### src/rtl/rxact_pkg.sv
// Package: shared defaults and the circular index helper for the
// receive activity edge detector. Assumes depths of at least two.
package rxact_pkg;
    localparam int unsigned TS_W_DEF   = 16;
    localparam int unsigned DEPTH_DEF  = 3;
    localparam int unsigned WINDOW_DEF = 20;

    // Next slot in a circular history of the given depth.
    function automatic int unsigned ring_next(input int unsigned cur,
                                              input int unsigned depth);
        return (cur == depth - 1) ? 0 : cur + 1;
    endfunction
endpackage

### src/rtl/rxact_edge_latch.sv
// Module: holds one pending edge and its stamp until the control logic
// consumes it. Assumes clear has priority over a new strobe, and a new
// strobe has priority over consumption.
module rxact_edge_latch #(
    parameter int unsigned TS_W = 16
) (
    input  logic            clk,
    input  logic            rst_n,
    input  logic            edge_stb,
    input  logic [TS_W-1:0] now_ts,
    input  logic            clear,
    input  logic            consume,
    output logic            pend,
    output logic [TS_W-1:0] pend_ts
);
    // Capture or drop the pending edge.
    always_ff @(posedge clk) begin
        if (!rst_n) begin
            pend    <= 1'b0;
            pend_ts <= '0;
        end else if (clear) begin
            pend    <= 1'b0;
        end else if (edge_stb) begin
            pend    <= 1'b1;
            pend_ts <= now_ts;
        end else if (consume) begin
            pend    <= 1'b0;
        end
    end
endmodule

### src/rtl/rxact_ts_ring.sv
// Module: circular store of edge stamps with a fill flag per slot.
// Assumes the write and read indices are always below DEPTH.
module rxact_ts_ring #(
    parameter int unsigned TS_W  = 16,
    parameter int unsigned DEPTH = 3,
    parameter int unsigned IDX_W = 2
) (
    input  logic             clk,
    input  logic             rst_n,
    input  logic             wr_en,
    input  logic [IDX_W-1:0] wr_idx,
    input  logic [TS_W-1:0]  wr_ts,
    input  logic [IDX_W-1:0] rd_idx,
    output logic [TS_W-1:0]  rd_ts,
    output logic             rd_valid
);
    logic [TS_W-1:0] slot_ts  [DEPTH];
    logic            slot_vld [DEPTH];

    for (genvar s = 0; s < DEPTH; s++) begin : g_slot
        // Store one stamp and mark the slot filled.
        always_ff @(posedge clk) begin
            if (!rst_n) begin
                slot_ts[s]  <= '0;
                slot_vld[s] <= 1'b0;
            end else if (wr_en && (wr_idx == IDX_W'(s))) begin
                slot_ts[s]  <= wr_ts;
                slot_vld[s] <= 1'b1;
            end
        end
    end

    // Select the slot being compared against.
    always_comb begin
        rd_ts    = '0;
        rd_valid = 1'b0;
        for (int s = 0; s < DEPTH; s++) begin
            if (rd_idx == IDX_W'(s)) begin
                rd_ts    = slot_ts[s];
                rd_valid = slot_vld[s];
            end
        end
    end
endmodule

### src/rtl/rxact_span_judge.sv
// Module: decides whether the newest stamp lies within the window of the
// oldest held stamp. Assumes modulo arithmetic at the stamp width.
module rxact_span_judge #(
    parameter int unsigned TS_W   = 16,
    parameter int unsigned WINDOW = 20
) (
    input  logic [TS_W-1:0] new_ts,
    input  logic [TS_W-1:0] old_ts,
    input  logic            old_valid,
    output logic            dense
);
    localparam logic [TS_W-1:0] WIN_L = TS_W'(WINDOW);

    logic [TS_W-1:0] span;

    // Wrapping span and strict comparison against the window.
    always_comb begin
        span  = new_ts - old_ts;
        dense = old_valid && (span < WIN_L);
    end
endmodule

### src/rtl/rx_act_detector.sv
// Module: top of the receive activity edge detector. It records edge
// stamps in a circular history, requests receive capture when DEPTH edges
// fall inside WINDOW, then masks itself until rearm. Assumes DEPTH >= 2,
// TS_W <= 32 and a free-running now_ts.
module rx_act_detector
    import rxact_pkg::*;
#(
    parameter int unsigned TS_W   = TS_W_DEF,
    parameter int unsigned DEPTH  = DEPTH_DEF,
    parameter int unsigned WINDOW = WINDOW_DEF
) (
    input  logic            clk,
    input  logic            rst_n,
    input  logic            edge_stb,
    input  logic [TS_W-1:0] now_ts,
    input  logic            rearm,
    output logic            rx_start,
    output logic            mon_active,
    output logic [TS_W-1:0] since_edge
);
    localparam int unsigned IDX_W = (DEPTH > 1) ? $clog2(DEPTH) : 1;

    logic             pend;
    logic [TS_W-1:0]  pend_ts;
    logic             process_now;
    logic [IDX_W-1:0] wr_idx;
    logic [IDX_W-1:0] nxt_idx;
    logic [TS_W-1:0]  old_ts;
    logic             old_valid;
    logic             dense;
    logic [TS_W-1:0]  last_ts;

    // An edge is handled only while monitoring and outside a rearm cycle.
    assign process_now = pend && mon_active && !rearm;
    assign nxt_idx     = IDX_W'(ring_next(int'(wr_idx), DEPTH));

    rxact_edge_latch #(.TS_W(TS_W)) u_latch (
        .clk      (clk),
        .rst_n    (rst_n),
        .edge_stb (edge_stb),
        .now_ts   (now_ts),
        .clear    (rearm),
        .consume  (process_now),
        .pend     (pend),
        .pend_ts  (pend_ts)
    );

    rxact_ts_ring #(.TS_W(TS_W), .DEPTH(DEPTH), .IDX_W(IDX_W)) u_ring (
        .clk      (clk),
        .rst_n    (rst_n),
        .wr_en    (process_now),
        .wr_idx   (wr_idx),
        .wr_ts    (pend_ts),
        .rd_idx   (nxt_idx),
        .rd_ts    (old_ts),
        .rd_valid (old_valid)
    );

    rxact_span_judge #(.TS_W(TS_W), .WINDOW(WINDOW)) u_judge (
        .new_ts    (pend_ts),
        .old_ts    (old_ts),
        .old_valid (old_valid),
        .dense     (dense)
    );

    // Advance the write index and keep the latest stamp.
    always_ff @(posedge clk) begin
        if (!rst_n) begin
            wr_idx  <= '0;
            last_ts <= '0;
        end else if (process_now) begin
            wr_idx  <= nxt_idx;
            last_ts <= pend_ts;
        end
    end

    // Raise the start pulse and mask or unmask monitoring.
    always_ff @(posedge clk) begin
        if (!rst_n) begin
            rx_start   <= 1'b0;
            mon_active <= 1'b1;
        end else begin
            rx_start <= process_now && dense;
            if (rearm) begin
                mon_active <= 1'b1;
            end else if (process_now && dense) begin
                mon_active <= 1'b0;
            end
        end
    end

    // Elapsed time since the last recorded edge.
    assign since_edge = now_ts - last_ts;
endmodule

### config.mk
export PLATFORM = sky130hd
export DESIGN_NAME = rx_act_detector
export DESIGN_NICKNAME = d
export VERILOG_FILES = /design/src/rtl/rxact_pkg.sv /design/src/rtl/rxact_edge_latch.sv /design/src/rtl/rxact_ts_ring.sv /design/src/rtl/rxact_span_judge.sv /design/src/rtl/rx_act_detector.sv
export SDC_FILE = /design/constraint.sdc
export NUM_CORES = 1
export LEC_CHECK = 0
export BUFFER_PORTS_ARGS = -buffer_cell sky130_fd_sc_hd__buf_2
export CAP_MARGIN = 40
export CELL_PAD_IN_SITES_DETAIL_PLACEMENT = 1
export CELL_PAD_IN_SITES_GLOBAL_PLACEMENT = 2
export CORE_MARGIN = 3
export CORE_UTILIZATION = 34
export CTS_CLUSTER_DIAMETER = 150
export CTS_CLUSTER_SIZE = 25
export DETAILED_ROUTE_END_ITERATION = 12
export HOLD_SLACK_MARGIN = 0.08
export PLACE_DENSITY = 0.79
export SLEW_MARGIN = 20
export SYNTH_ARGS = -nofsm -noshare
export SYNTH_HDL_FRONTEND = slang
export SYNTH_SLANG_ARGS = --single-unit
### constraint.sdc
create_clock -name clk -period 3.6 [get_ports clk]
set_input_delay 0.36 -clock clk [delete_from_list [all_inputs] [get_ports clk]]
set_output_delay 0.36 -clock clk [all_outputs]
set_load 0.01 [all_outputs]
After elaboration in Yosys (flattened, before gate mapping)
Memories as Yosys holds them, arrays and structs flattened.
Cells that the tools add are included.
- $add $sub $neg: 3
- $lt $le $gt $ge: 1
- eq/ne operators: 4
- multiplexer cells: 25
- bitwise logic cells: 8
- reduce and logical (&&, ||, !) cells: 13
- operators with widths (cell ; number):
    2-to-1 mux 16 bit ; 6
    subtractor 16 bit ; 2
    2-to-1 mux 1 bit ; 18
    < comparator 16 x 5 -> 1 bit, second input constant ; 1
    logical AND 1 bit ; 7
    OR 1 bit ; 6
    == test 2 x 1 -> 1 bit, second input constant ; 2
    == test 2 bit, second input constant ; 2
    zero test 2 bit ; 2
    adder 2 x 1 -> 2 bit, second input constant ; 1
    2-to-1 mux 2 bit ; 1
    inverter 1 bit ; 2
    AND reduction 2 bit ; 1
    nonzero test 2 bit ; 1
    OR reduction 2 bit ; 1
    zero test 1 bit ; 1
- flip-flop bits (word level): 37
- bits in writable memories: 51
- word-level logic and storage cells: 62
- memories kept: 2
- memory list (memory ; words ; bits a word ; read ports ; clocked after Yosys merged registers in ; wr ports ; line ; RTL):
    u_ring.slot_ts ; 3 ; 16 ; 3 ; 0 ; 3 ; rxact_ts_ring.sv:17 ; logic [TS_W-1:0] slot_ts [DEPTH];
    u_ring.slot_vld ; 3 ; 1 ; 3 ; 0 ; 3 ; rxact_ts_ring.sv:18 ; logic slot_vld [DEPTH];

Longest topological paths before layout
Gate-level depths: netlist of run 1.
- word-level depth: 10
- depth in mapped cells: 16
- gate-level depth less buffers: 12

Hierarchy
A second synthesis of run 1 with hierarchy kept.
- cell total of the unflattened synthesis: 584
- area total of the unflattened synthesis: 5407.7 sq um
- by module, submodules not included (module ; times used ; cells each ; area an instance (sq um)):
    rxact_ts_ring ; 1 ; 178 ; 2319.7
    rx_act_detector ; 1 ; 219 ; 1604.0
    rxact_span_judge ; 1 ; 112 ; 778.2
    rxact_edge_latch ; 1 ; 75 ; 705.7

Worst setup path after synthesis of run 1
Ideal clock, no wire load.
- path kind: register -> register
- start: reg wr_idx[0]
- end: reg mon_active
- library setup time: 137 ps
- arrival time: 3502 ps
- data required time: 3463 ps
- slack: -39 ps
- stages on the path, launching flop included: 15
- cells stage by stage: dfxtp_1 buf_4 clkbuf_1 clkbuf_1 mux2i_1 nor2_1 a21oi_1 ha_1 or4_4 and4b_4 or3b_1 a32oi_2 nand4b_1 a2111oi_2 a41oi_1
- word-level cells in the longest chain between the ends: 10
- ends and longest elaborated chain (item ; line ; RTL):
    from (decl) ; rx_act_detector.sv:26 ; logic [IDX_W-1:0] wr_idx;
    from (signal assigned) ; rx_act_detector.sv:72 ; wr_idx <= nxt_idx;
    adder 2 x 1 -> 2 bit or == test 2 bit (tied branches) ; rxact_pkg.sv:11 ; return (cur == depth - 1) ? 0 : cur + 1;
    2-to-1 mux 2 bit (*) ; rxact_pkg.sv:11 ;
    zero test 2 bit ; rxact_ts_ring.sv:38 ; if (rd_idx == IDX_W'(s)) begin
    2-to-1 mux 16 bit (3 in a row) ; rxact_ts_ring.sv:38 ;
    subtractor 16 bit ; rxact_span_judge.sv:18 ; span = new_ts - old_ts;
    < comparator 16 x 5 -> 1 bit ; rxact_span_judge.sv:19 ; dense = old_valid && (span < WIN_L);
    logical AND 1 bit (*) ; rxact_span_judge.sv:19 ;
    logical AND 1 bit (*) ; rx_act_detector.sv:86 ; end else if (process_now && dense) begin
    to (signal assigned) ; rx_act_detector.sv:81 ; mon_active <= 1'b1;
    to (signal assigned) ; rx_act_detector.sv:85 ; mon_active <= 1'b1;
    to (signal assigned) ; rx_act_detector.sv:87 ; mon_active <= 1'b0;
    to (decl) ; rx_act_detector.sv:18 ; output logic mon_active,
Mark *: on every way between the ends. The rest lies on a longest branch, timed or not.
A chain may end at the register's enable or synchronous reset.

Worst setup path in the final report of run 1
Ends and elaborated chain as after synthesis.

==> results by group, run 1 <==
Placement
  • Dpl cells: approximately 760
  • Final RePlAce weighted congestion: 0.804
  • DP Area: about 5500 sq um
  • Port Buffers: 37
  • Post-DP HPWL: roughly 10000 um

Setup path
  • WP buf/inv: 1
  • CP Capture Type: flip-flop
  • Reg2Reg Capture Point: mon_active$_SDFFE_PP1P_
  • CP Launch Type: flip-flop
  • Worst EP required: approximately 3800 ps
  • Critical Path Fanout Max: 11
  • Crit path DAT: roughly 3500 ps
  • CP cell instances: buf_4, mux2i_1, nor2_1, a21oi_1, ha_1, nor2b_1, a221oi_1, nand3_1, nor4bb_1, nand4b_1, a2111oi_2, a41oi_1
  • R2r setup slk: 320 ps
  • Crit-path leading delay family: compound AO/OA/AOI/OAI gates
  • R2R cell count: 12
  • Slowest-stage cell, CP: dfxtp_1
  • RR Startpoint: wr_idx[0]$_SDFFE_PN0P_
  • Worst path max stage delay: just under 500 ps
  • Crit Path Class: reg2reg

Finish
  • Antenna cells: 0
  • Filler cell count: ~1700
  • Commonest non-fill, non-tap cell in the layout: nand2_1
  • Most frequent cells in the layout: nand2_1, a21oi_1, edfxtp_1
  • Layout cells sized above 1: 12.6%
  • Fin nets: 640
  • Post-Layout Cell Count: about 800
  • Synthesis-to-layout area growth: 13.8%
  • Post-route cell area: between 5000 and 6000 sq um

Clock tree
  • Worst skew pair latency: 340 ps
  • Hold_buf cts: 0
  • H-tree levels: 3
  • Max clock buf depth: 2
  • Clock root cell: clkbuf_16
  • Post-CTS setup buffer count: 0
  • Cts bufs inserted: 9
  • Number of clock sinks: between 80 and 90
  • TritonCTS clock tree: yes
  • Clk pin slew, worst setup/hold paths: 70 ps

Yosys
  • Syn Nets: 608
  • Mapped cell area: between 5000 and 6000 sq um
  • #FFs+latches synth: 88
  • Post-synth ARST share: 0%
  • Sequential share of the synthesized area: between 40% and 50%
  • Avg Inst Size Synth: 9.14 sq um
  • Synthesized instance count: between 500 and 600
  • Ys Warns: 0
  • EDFF count, synth: 50
  • Netlist cell types: 54
  • Main synth FF type: edfxtp_1

Die
  • Die Y: around 130 um
  • Die width: 128 um
  • # IOs: 38
  • Row Count: between 40 and 50
  • Full die area: between 15000 and 20000 sq um
  • Initial Util: about a third
  • Core area: about 15000 sq um

STA
  • F_max: between 0.3 and 0.4 GHz
  • Slew @ Worst Pin: approximately 720 ps
  • Final hold vios: 0
  • Slew headroom: around half
  • Finish-stage setup viols: 0
  • Worst hold slack: 268 ps
  • Final Critical Period: 3280 ps
  • Period utilization: 91.1%
  • Max Slew Vio Count: 0
  • Unrepaired setup endpoints after global routing: no
  • Worst Skew: around 7.4 ps
  • Setup_tns: 0 ps

Hold path
  • Worst hold start: now_ts[0]
  • Hold EP: u_latch.pend_ts[0]$_SDFFE_PN0P_
  • Worst min path class: in2reg
  • WHS Path Cells: 3

Power
  • Leak: between 0.002 and 0.0025 uW
  • Power Density: between 400 and 500 nW/um^2
  • VDD IR max: approximately 0.18 mV

Global route
  • First-pass GRT wire length: roughly 21000 um
  • Initial antenna violation count: 0
  • Vias in the first global route: roughly 4200
  • Largest net degree at the start of global routing: 40
  • Remaining Overflow, GRT: 0
  • Total track usage: approximately 16%

Detailed routing
  • Final wirelength: about 13000 um
  • DR iter-0 viols: 164
  • DRC violations left: 0
  • Via density: a little over 5
  • Wire per inst: 16.2 um
  • Antenna-violating nets left: 0
  • Routed vias: between 3000 and 4000
  • DR pass1 iterations: 4

Flow run
  • Max cap viols: 0

Run status
  • Status: finished clean
## cell usage after synthesis (13+ instances only)
master	count	area share, %
edfxtp_1	50	29
inv_1	29	2.1
a21oi_1	65	6.4
clkbuf_1	20	1.5
o21ai_0	16	1.6
mux2i_1	18	3.5
xnor2_1	13	2.2
dfxtp_1	38	15
nand2_1	84	6.2
nor2_1	38	2.8
ha_1	29	7.1
and2_1	49	6.0
## worst register-to-register path, stage by stage, from the launching register on
cell	delay (ps)
dfxtp_1	490
buf_4	290
mux2i_1	210
nor2_1	60
a21oi_1	120
ha_1	300
nor2b_1	210
a221oi_1	330
nand3_1	140
nor4bb_1	330
nand4b_1	180
a2111oi_2	340
a41oi_1	150
## routing by layer
layer	GRT usage, %	vias up	wire (um)
met5	0	-	0
met4	5.49	0	209
met2	26.8	49	6000
met3	2.32	15	279
li1	-	2017	-
met1	21.1	1881	6160
## per-stage QoR
step / utilization [%] / setup slack [ps] / power, uW
floorplan: - / 136 / 1370
global placement: 37.4 / 455 / 1470
detailed placement: 37.6 / 250 / 1480
CTS: 39.7 / 243 / 2430
global route: 39.8 / 36.4 / 2510
finish: 39.8 / 322 / 2410
## worst max-delay path by stage
| stage | startpoint | endpoint | slack, ps | cells past startpoint |
|---|---|---|---|---|
| floorplan | wr_idx[0]$_SDFFE_PN0P_ | mon_active$_SDFFE_PP1P_ | 140 | 14 |
| detailed placement | wr_idx[1]$_SDFFE_PN0P_ | mon_active$_SDFFE_PP1P_ | 250 | 11 |
| global route | wr_idx[0]$_SDFFE_PN0P_ | rx_start$_SDFF_PN0_ | 40 | 13 |
| global placement | wr_idx[1]$_SDFFE_PN0P_ | mon_active$_SDFFE_PP1P_ | 450 | 11 |
| finish | wr_idx[0]$_SDFFE_PN0P_ | mon_active$_SDFFE_PP1P_ | 320 | 12 |
| CTS | wr_idx[1]$_SDFFE_PN0P_ | mon_active$_SDFFE_PP1P_ | 240 | 11 |
## sequential cells by signal, summed over array words and instances (netlist names)
register and cells:
u_ring.slot_ts 48, last_ts 16, u_latch.pend_ts 16, u_ring.slot_vld 3, wr_idx 2, mon_active 1
rx_start 1, u_latch.pend 1
## where the power goes
part | internal (uW) | leakage (uW) | switching, uW
logic | 141 | 0.00127 | 201
registers | 1090 | 0.000826 | 25.5
clock network | 576 | 0.000145 | 376
## kinds of logic after synthesis
family                   count (synthesis)  share of synthesized area (%)
AO/OA/AOI/OAI                          122                           14.6
AND/OR/NAND/NOR                        224                           22.0
buffers and inverters                   54                           4.05
adder cells (fa/ha/maj)                 30                           7.51
multiplexers                            20                           3.98
XOR/XNOR                                20                           3.44
flip-flops                              88                           44.4
## repair_timing
action	4_1_cts	5_1_grt
resized for setup	0	1
setup endpoints to repair	0	1
endpoints found under the hold margin	0	0
## layout make-up
type | instances | area, sq um | share of cell area, %
timing repair buffer | 46 | 260 | 4.49
clock buffer | 12 | 256 | 4.42
clock inverter | 4 | 51.3 | 0.884
inverter | 29 | 109 | 1.88
sequential | 88 | 2260 | 39.0
multi-input combinational | 416 | 2630 | 45.4
tap | 184 | 230 | 3.97
Note: power is estimated with default switching activity, not from simulation.
==> inputs of run 2 (changes only) <==
--- a/config.mk
+++ b/config.mk
@@ -9,7 +9,7 @@
 export CAP_MARGIN = 40
 export CELL_PAD_IN_SITES_DETAIL_PLACEMENT = 1
 export CELL_PAD_IN_SITES_GLOBAL_PLACEMENT = 2
-export CORE_MARGIN = 3
+export CORE_MARGIN = 4
 export CORE_UTILIZATION = 34
 export CTS_CLUSTER_DIAMETER = 150
 export CTS_CLUSTER_SIZE = 25
==> run 2 against run 1 <==
Against the previous run:
- non-clock buffer count fell by 2
- combinational power increased by 1%
- global-route usage increased by 0.16 points
- routed wire length rose by 3.3%
- core utilization fell by 0.051 points
- via count rose by 2.1%
- clock-buffer cell count rose by 1
- worst hold slack gained 14 ps
- critical path type is now reg2out
- largest power group unchanged
- highest routed layer unchanged
==> results by group, run 2 (synthesis results as in run 1) <==
Setup path
  • Reg2Reg Capture Point: mon_active$_SDFFE_PP1P_
  • R2R cell count: 11
  • Crit Path Class: reg2out
  • Crit path DAT: about 3000 ps
  • R2r setup slk: between 200 and 300 ps
  • Worst EP required: 3240 ps
  • CP Capture Type: primary output
  • RR Startpoint: wr_idx[0]$_SDFFE_PN0P_
  • CP Launch Type: flip-flop
  • Critical Path Fanout Max: 4

Finish
  • Max reg flops: 48
  • Antenna cells: 0
  • Seq. cell area: between 2000 and 2500 sq um
  • Top flop regs: u_ring.slot_ts (48), last_ts (16), u_latch.pend_ts (16)
  • Filler cell count: about 1700
  • Most frequent cells in the layout: nand2_1, a21oi_1, edfxtp_1
  • Multi-input gate area: 2630 sq um
  • Commonest non-fill, non-tap cell in the layout: nand2_1
  • Layout cells sized above 1: between 10% and 20%
  • Most flop-heavy register: u_ring.slot_ts
  • Synthesis-to-layout area growth: 13.7%
  • Fin nets: between 600 and 700
  • Post-route cell area: ~5800 sq um

STA
  • Final hold vios: 0
  • Final Critical Period: ~3400 ps
  • Setup_tns: 0 ps
  • Finish-stage setup viols: 0
  • Slew @ Worst Pin: approximately 820 ps
  • Unrepaired setup endpoints after global routing: no
  • Max Slew Vio Count: 0
  • Period utilization: between 90 and 100%
  • Slew headroom: between 40% and 50%
  • F_max: just under 0.3 GHz
  • Worst Skew: between 6 and 7 ps

Hold path
  • Worst min path class: in2reg
  • Hold EP: u_latch.pend$_SDFFE_PP0P_
  • WHS Path Cells: 3
  • Worst hold start: edge_stb

Detailed routing
  • DRC violations left: 0
  • Met3 Routed Length: between 300 and 400 um
  • Via density: between 5 and 6
  • Final wirelength: 13100 um
  • Wl on met1: ~6200 um
  • DR pass1 iterations: 7
  • Routed vias: between 4000 and 5000
  • Antenna-violating nets left: 0
  • Top sig layer: met4
  • Wire per inst: between 15 and 20 um
  • Metal2 WL: 6340 um
  • DR iter-0 viols: roughly 220

Clock tree
  • Clk pin slew, worst setup/hold paths: approximately 60 ps
  • TritonCTS clock tree: yes
  • Max clock buf depth: 2
  • Number of clock sinks: 88
  • Clock root cell: clkbuf_16
  • H-tree levels: 3
  • Cts bufs inserted: 9
  • Worst skew pair latency: approximately 340 ps

Die
  • # IOs: 38
  • Die Y: 130 um
  • Die width: 130 um
  • Row Count: between 40 and 50
  • Full die area: roughly 17000 sq um
  • Initial Util: around a third
  • Core area: 14600 sq um

Global route
  • First-pass GRT wire length: between 20000 and 25000 um
  • Total track usage: between 10% and 20%
  • Initial antenna violation count: 0
  • Remaining Overflow, GRT: 0
  • Largest net degree at the start of global routing: 39
  • Vias in the first global route: about 4400

Power
  • VDD IR max: between 0.15 and 0.2 mV
  • Power Density: between 400 and 500 nW/um^2
  • Leak: about 0.0022 uW

Flow run
  • Max cap viols: 0

Placement
  • Post-DP HPWL: just under 10000 um
  • Port Buffers: 37
  • DP Area: between 5000 and 6000 sq um
  • Final RePlAce weighted congestion: approximately 0.84

Run status
  • Status: finished clean
[run 2: worst max path at each step]
stage                            start                 endpoint  slack (ps)
5_1_grt         wr_idx[1]$_SDFFE_PN0P_  mon_active$_SDFFE_PP1P_          30
3_3_place_gp    wr_idx[0]$_SDFFE_PN0P_  mon_active$_SDFFE_PP1P_         400
3_5_place_dp    wr_idx[0]$_SDFFE_PN0P_  mon_active$_SDFFE_PP1P_         280
6_report       last_ts[2]$_SDFFE_PN0P_           since_edge[14]         230
4_1_cts        last_ts[2]$_SDFFE_PN0P_           since_edge[14]         200
2_1_floorplan   wr_idx[0]$_SDFFE_PN0P_  mon_active$_SDFFE_PP1P_         140
[run 2: area by class of cell]
type                       instances  share of cell area, %
multi-input combinational        416                   45.4
sequential                        88                   39.0
clock buffer                      13                   5.05
timing repair buffer              44                   4.30
tap                              184                   3.97
inverter                          29                   1.88
clock inverter                     3                  0.345
[run 2: what timing repair did]
item / CTS / global route
resized for setup: 0 / 1
endpoints found under the setup margin: 0 / 1
buffers inserted: 0 / 0
hold buffers: 0 / 0
[run 2: where the power goes]
part           switching [uW]  internal (uW)  leakage [uW]  total [uW]
combinational             204            141       0.00126         345
sequential               25.4           1090      0.000826        1120
clock                     389            572      0.000156         961
total                     619           1800       0.00225        2420
[run 2: critical path: stages (launching register included)]
cell and delay [ps]:
dfxtp_1 330, inv_1 60, ha_1 320, nor2b_1 150, o21a_1 180, o21ai_0 250
a21oi_1 140, o2111ai_1 350, a31oi_1 220, or4_1 440, nand3_1 100, buf_2 130
[run 2: per-stage QoR]
step           utilization, %  total power [uW]  setup WS, ps  cells  hold slack (ps)
2_1_floorplan               -              1370           136    558              436
3_3_place_gp             37.4              1470           401    759              446
3_5_place_dp             37.5              1480           276    761              453
4_1_cts                  39.7              2440           202    777              275
5_1_grt                  39.7              2530          26.5    777              282
6_report                 39.7              2420           233    777              282
[run 2: per-layer routing]
metal  global-route usage (%)  vias up
met5                        0        -
met4                     5.57        0
met3                     1.95       12
met2                     28.1       66
met1                     20.8     1965
li1                         -     2001
==> inputs of run 3 (changes only) <==
--- a/config.mk
+++ b/config.mk
@@ -15,7 +15,7 @@
 export CTS_CLUSTER_SIZE = 25
 export DETAILED_ROUTE_END_ITERATION = 12
 export HOLD_SLACK_MARGIN = 0.08
-export PLACE_DENSITY = 0.79
+export PLACE_DENSITY = 0.87
 export SLEW_MARGIN = 20
 export SYNTH_ARGS = -nofsm -noshare
 export SYNTH_HDL_FRONTEND = slang
==> run 3 against run 2 <==
Against the previous run:
- sequential cell count did not move
- global-route usage down 0.57 points
- core utilization barely moved
- register-to-register slack gained 70 ps
- cell count increased by 0.51%
- worst setup slack improved by 110 ps
- combinational power hardly changed
- critical path depth is 2 higher
- sequential share of layout area is essentially flat
- critical path type is now reg2reg
- largest cell class unchanged
==> results by group, run 3 (synthesis results as in run 1) <==
Power
  • Power Density: between 400 and 500 nW/um^2
  • VDD IR max: approximately 0.22 mV
  • Leak: 0.00225 uW

Flow run
  • Max cap viols: 0

Clock tree
  • Max clock buf depth: 2
  • Post-CTS setup buffer count: 0
  • TritonCTS clock tree: yes
  • Worst skew pair latency: between 300 and 400 ps
  • Hold_buf cts: 0
  • H-tree levels: 3
  • Post-CTS resize count: 0
  • Number of clock sinks: 88
  • Clk pin slew, worst setup/hold paths: ~60 ps
  • Cts bufs inserted: 9
  • Clock root cell: clkbuf_16

Setup path
  • Crit Path Class: reg2reg
  • Crit-path most repeated cell: nor2_1
  • Worst path max stage delay: a little over 500 ps
  • Slowest-stage cell, CP: dfxtp_1
  • Crit path DAT: 3460 ps
  • Crit-path leading delay family: compound AO/OA/AOI/OAI gates
  • WP buf/inv: 1
  • Critical Path Fanout Max: 18
  • Worst EP required: about 3800 ps
  • CP cell instances: buf_6, mux2i_1, nor2_1, a21oi_1, ha_1, nor2_1, a311oi_1, o21ai_0, nand2_1, nor4bb_1, nand4b_1, a2111oi_2, a41oi_1
  • CP Capture Type: flip-flop
  • CP Launch Type: flip-flop

STA
  • Worst hold slack: between 200 and 300 ps
  • Final WS setup: ~340 ps
  • Setup_tns: 0 ps
  • Slew headroom: between 50% and 60%
  • F_max: 0.307 GHz
  • Final Critical Period: approximately 3300 ps
  • Unrepaired setup endpoints after global routing: no
  • Final hold vios: 0
  • Worst Skew: approximately 7 ps
  • Slew @ Worst Pin: roughly 710 ps
  • Finish-stage setup viols: 0
  • Period utilization: 90.5%
  • Max Slew Vio Count: 0

Finish
  • Fin nets: roughly 640
  • Post-layout util: between 30% and 40%
  • Synthesis-to-layout area growth: 13.5%
  • Most flop-heavy register: u_ring.slot_ts
  • Commonest non-fill, non-tap cell in the layout: nand2_1
  • Top flop regs: u_ring.slot_ts (48), last_ts (16), u_latch.pend_ts (16)
  • Layout cells sized above 1: between 10 and 15%
  • Max reg flops: 48
  • Most frequent cells in the layout: nand2_1, a21oi_1, edfxtp_1
  • Antenna cells: 0

Die
  • Initial Util: approximately a third
  • Core area: roughly 15000 sq um
  • Row Count: 44
  • # IOs: 38
  • Full die area: between 15000 and 20000 sq um
  • Die width: 130 um
  • Die Y: roughly 130 um

Detailed routing
  • Wire per inst: 16.3 um
  • Routed vias: about 4000
  • DR pass1 iterations: 4
  • DR iter-0 viols: 165
  • Antenna-violating nets left: 0
  • Final wirelength: 12700 um
  • Via density: 5.11
  • DRC violations left: 0

Global route
  • Initial antenna violation count: 0
  • Remaining Overflow, GRT: 0
  • Largest net degree at the start of global routing: 34
  • First-pass GRT wire length: about 21000 um
  • Total track usage: around 16%
  • Vias in the first global route: 4332

Placement
  • Final RePlAce weighted congestion: 0.841
  • Port Buffers: 37
  • Place WS: approximately 300 ps
  • Post-DP HPWL: 9800 um

Run status
  • Status: finished clean

Hold path
  • Worst min path class: in2reg
run 3: cell count changes in the layout (fill, tap and decap cells not counted), sizes merged:
cell,before,now
buf,44,48
clkbuf,13,10
inv,30,32
clkinv,2,3
run 3: final timing paths:
check	from	to	slack (ps)	cells past startpoint
setup / recovery	wr_idx[0]$_SDFFE_PN0P_	mon_active$_SDFFE_PP1P_	340	13
hold / removal	now_ts[2]	u_latch.pend_ts[2]$_SDFFE_PN0P_	280	3
setup reg to reg	wr_idx[0]$_SDFFE_PN0P_	mon_active$_SDFFE_PP1P_	340	13
hold reg to reg	last_ts[14]$_SDFFE_PN0P_	last_ts[14]$_SDFFE_PN0P_	460	2
run 3: stage by stage:
step,power (uW),cell area [sq um],std cells
global route,2450,5790,781
detailed placement,1480,5480,762
floorplan,1370,5100,558
global placement,1470,5480,762
finish,2340,5790,781
CTS,2360,5750,778
run 3: final cells by class:
type	count	area, sq um
clock inverter	6	40.0
multi-input combinational	416	2630
sequential	88	2260
fill	1676	8800
timing repair buffer	48	279
clock buffer	10	239
inverter	29	109
tap	184	230
run 3: report_power, final:
group / total (uW) / switching [uW] / internal [uW]
logic: 346 / 204 / 141
registers: 1120 / 24.1 / 1090
clock network: 875 / 387 / 489
run 3: tightest hold or removal path, stage by stage:
cell	delay (ps)
buf_2	110
nand2_1	50
a21oi_1	50
run 3: per-layer routing:
| metal | vias up | share of wire [%] | track usage, % |
|---|---|---|---|
| met5 | - | 0 | 0 |
| met4 | 0 | 1.8 | 5.26 |
| met3 | 14 | 2.4 | 2.15 |
| met2 | 70 | 48 | 26.3 |
| met1 | 1886 | 48 | 20.5 |
| li1 | 2020 | - | - |
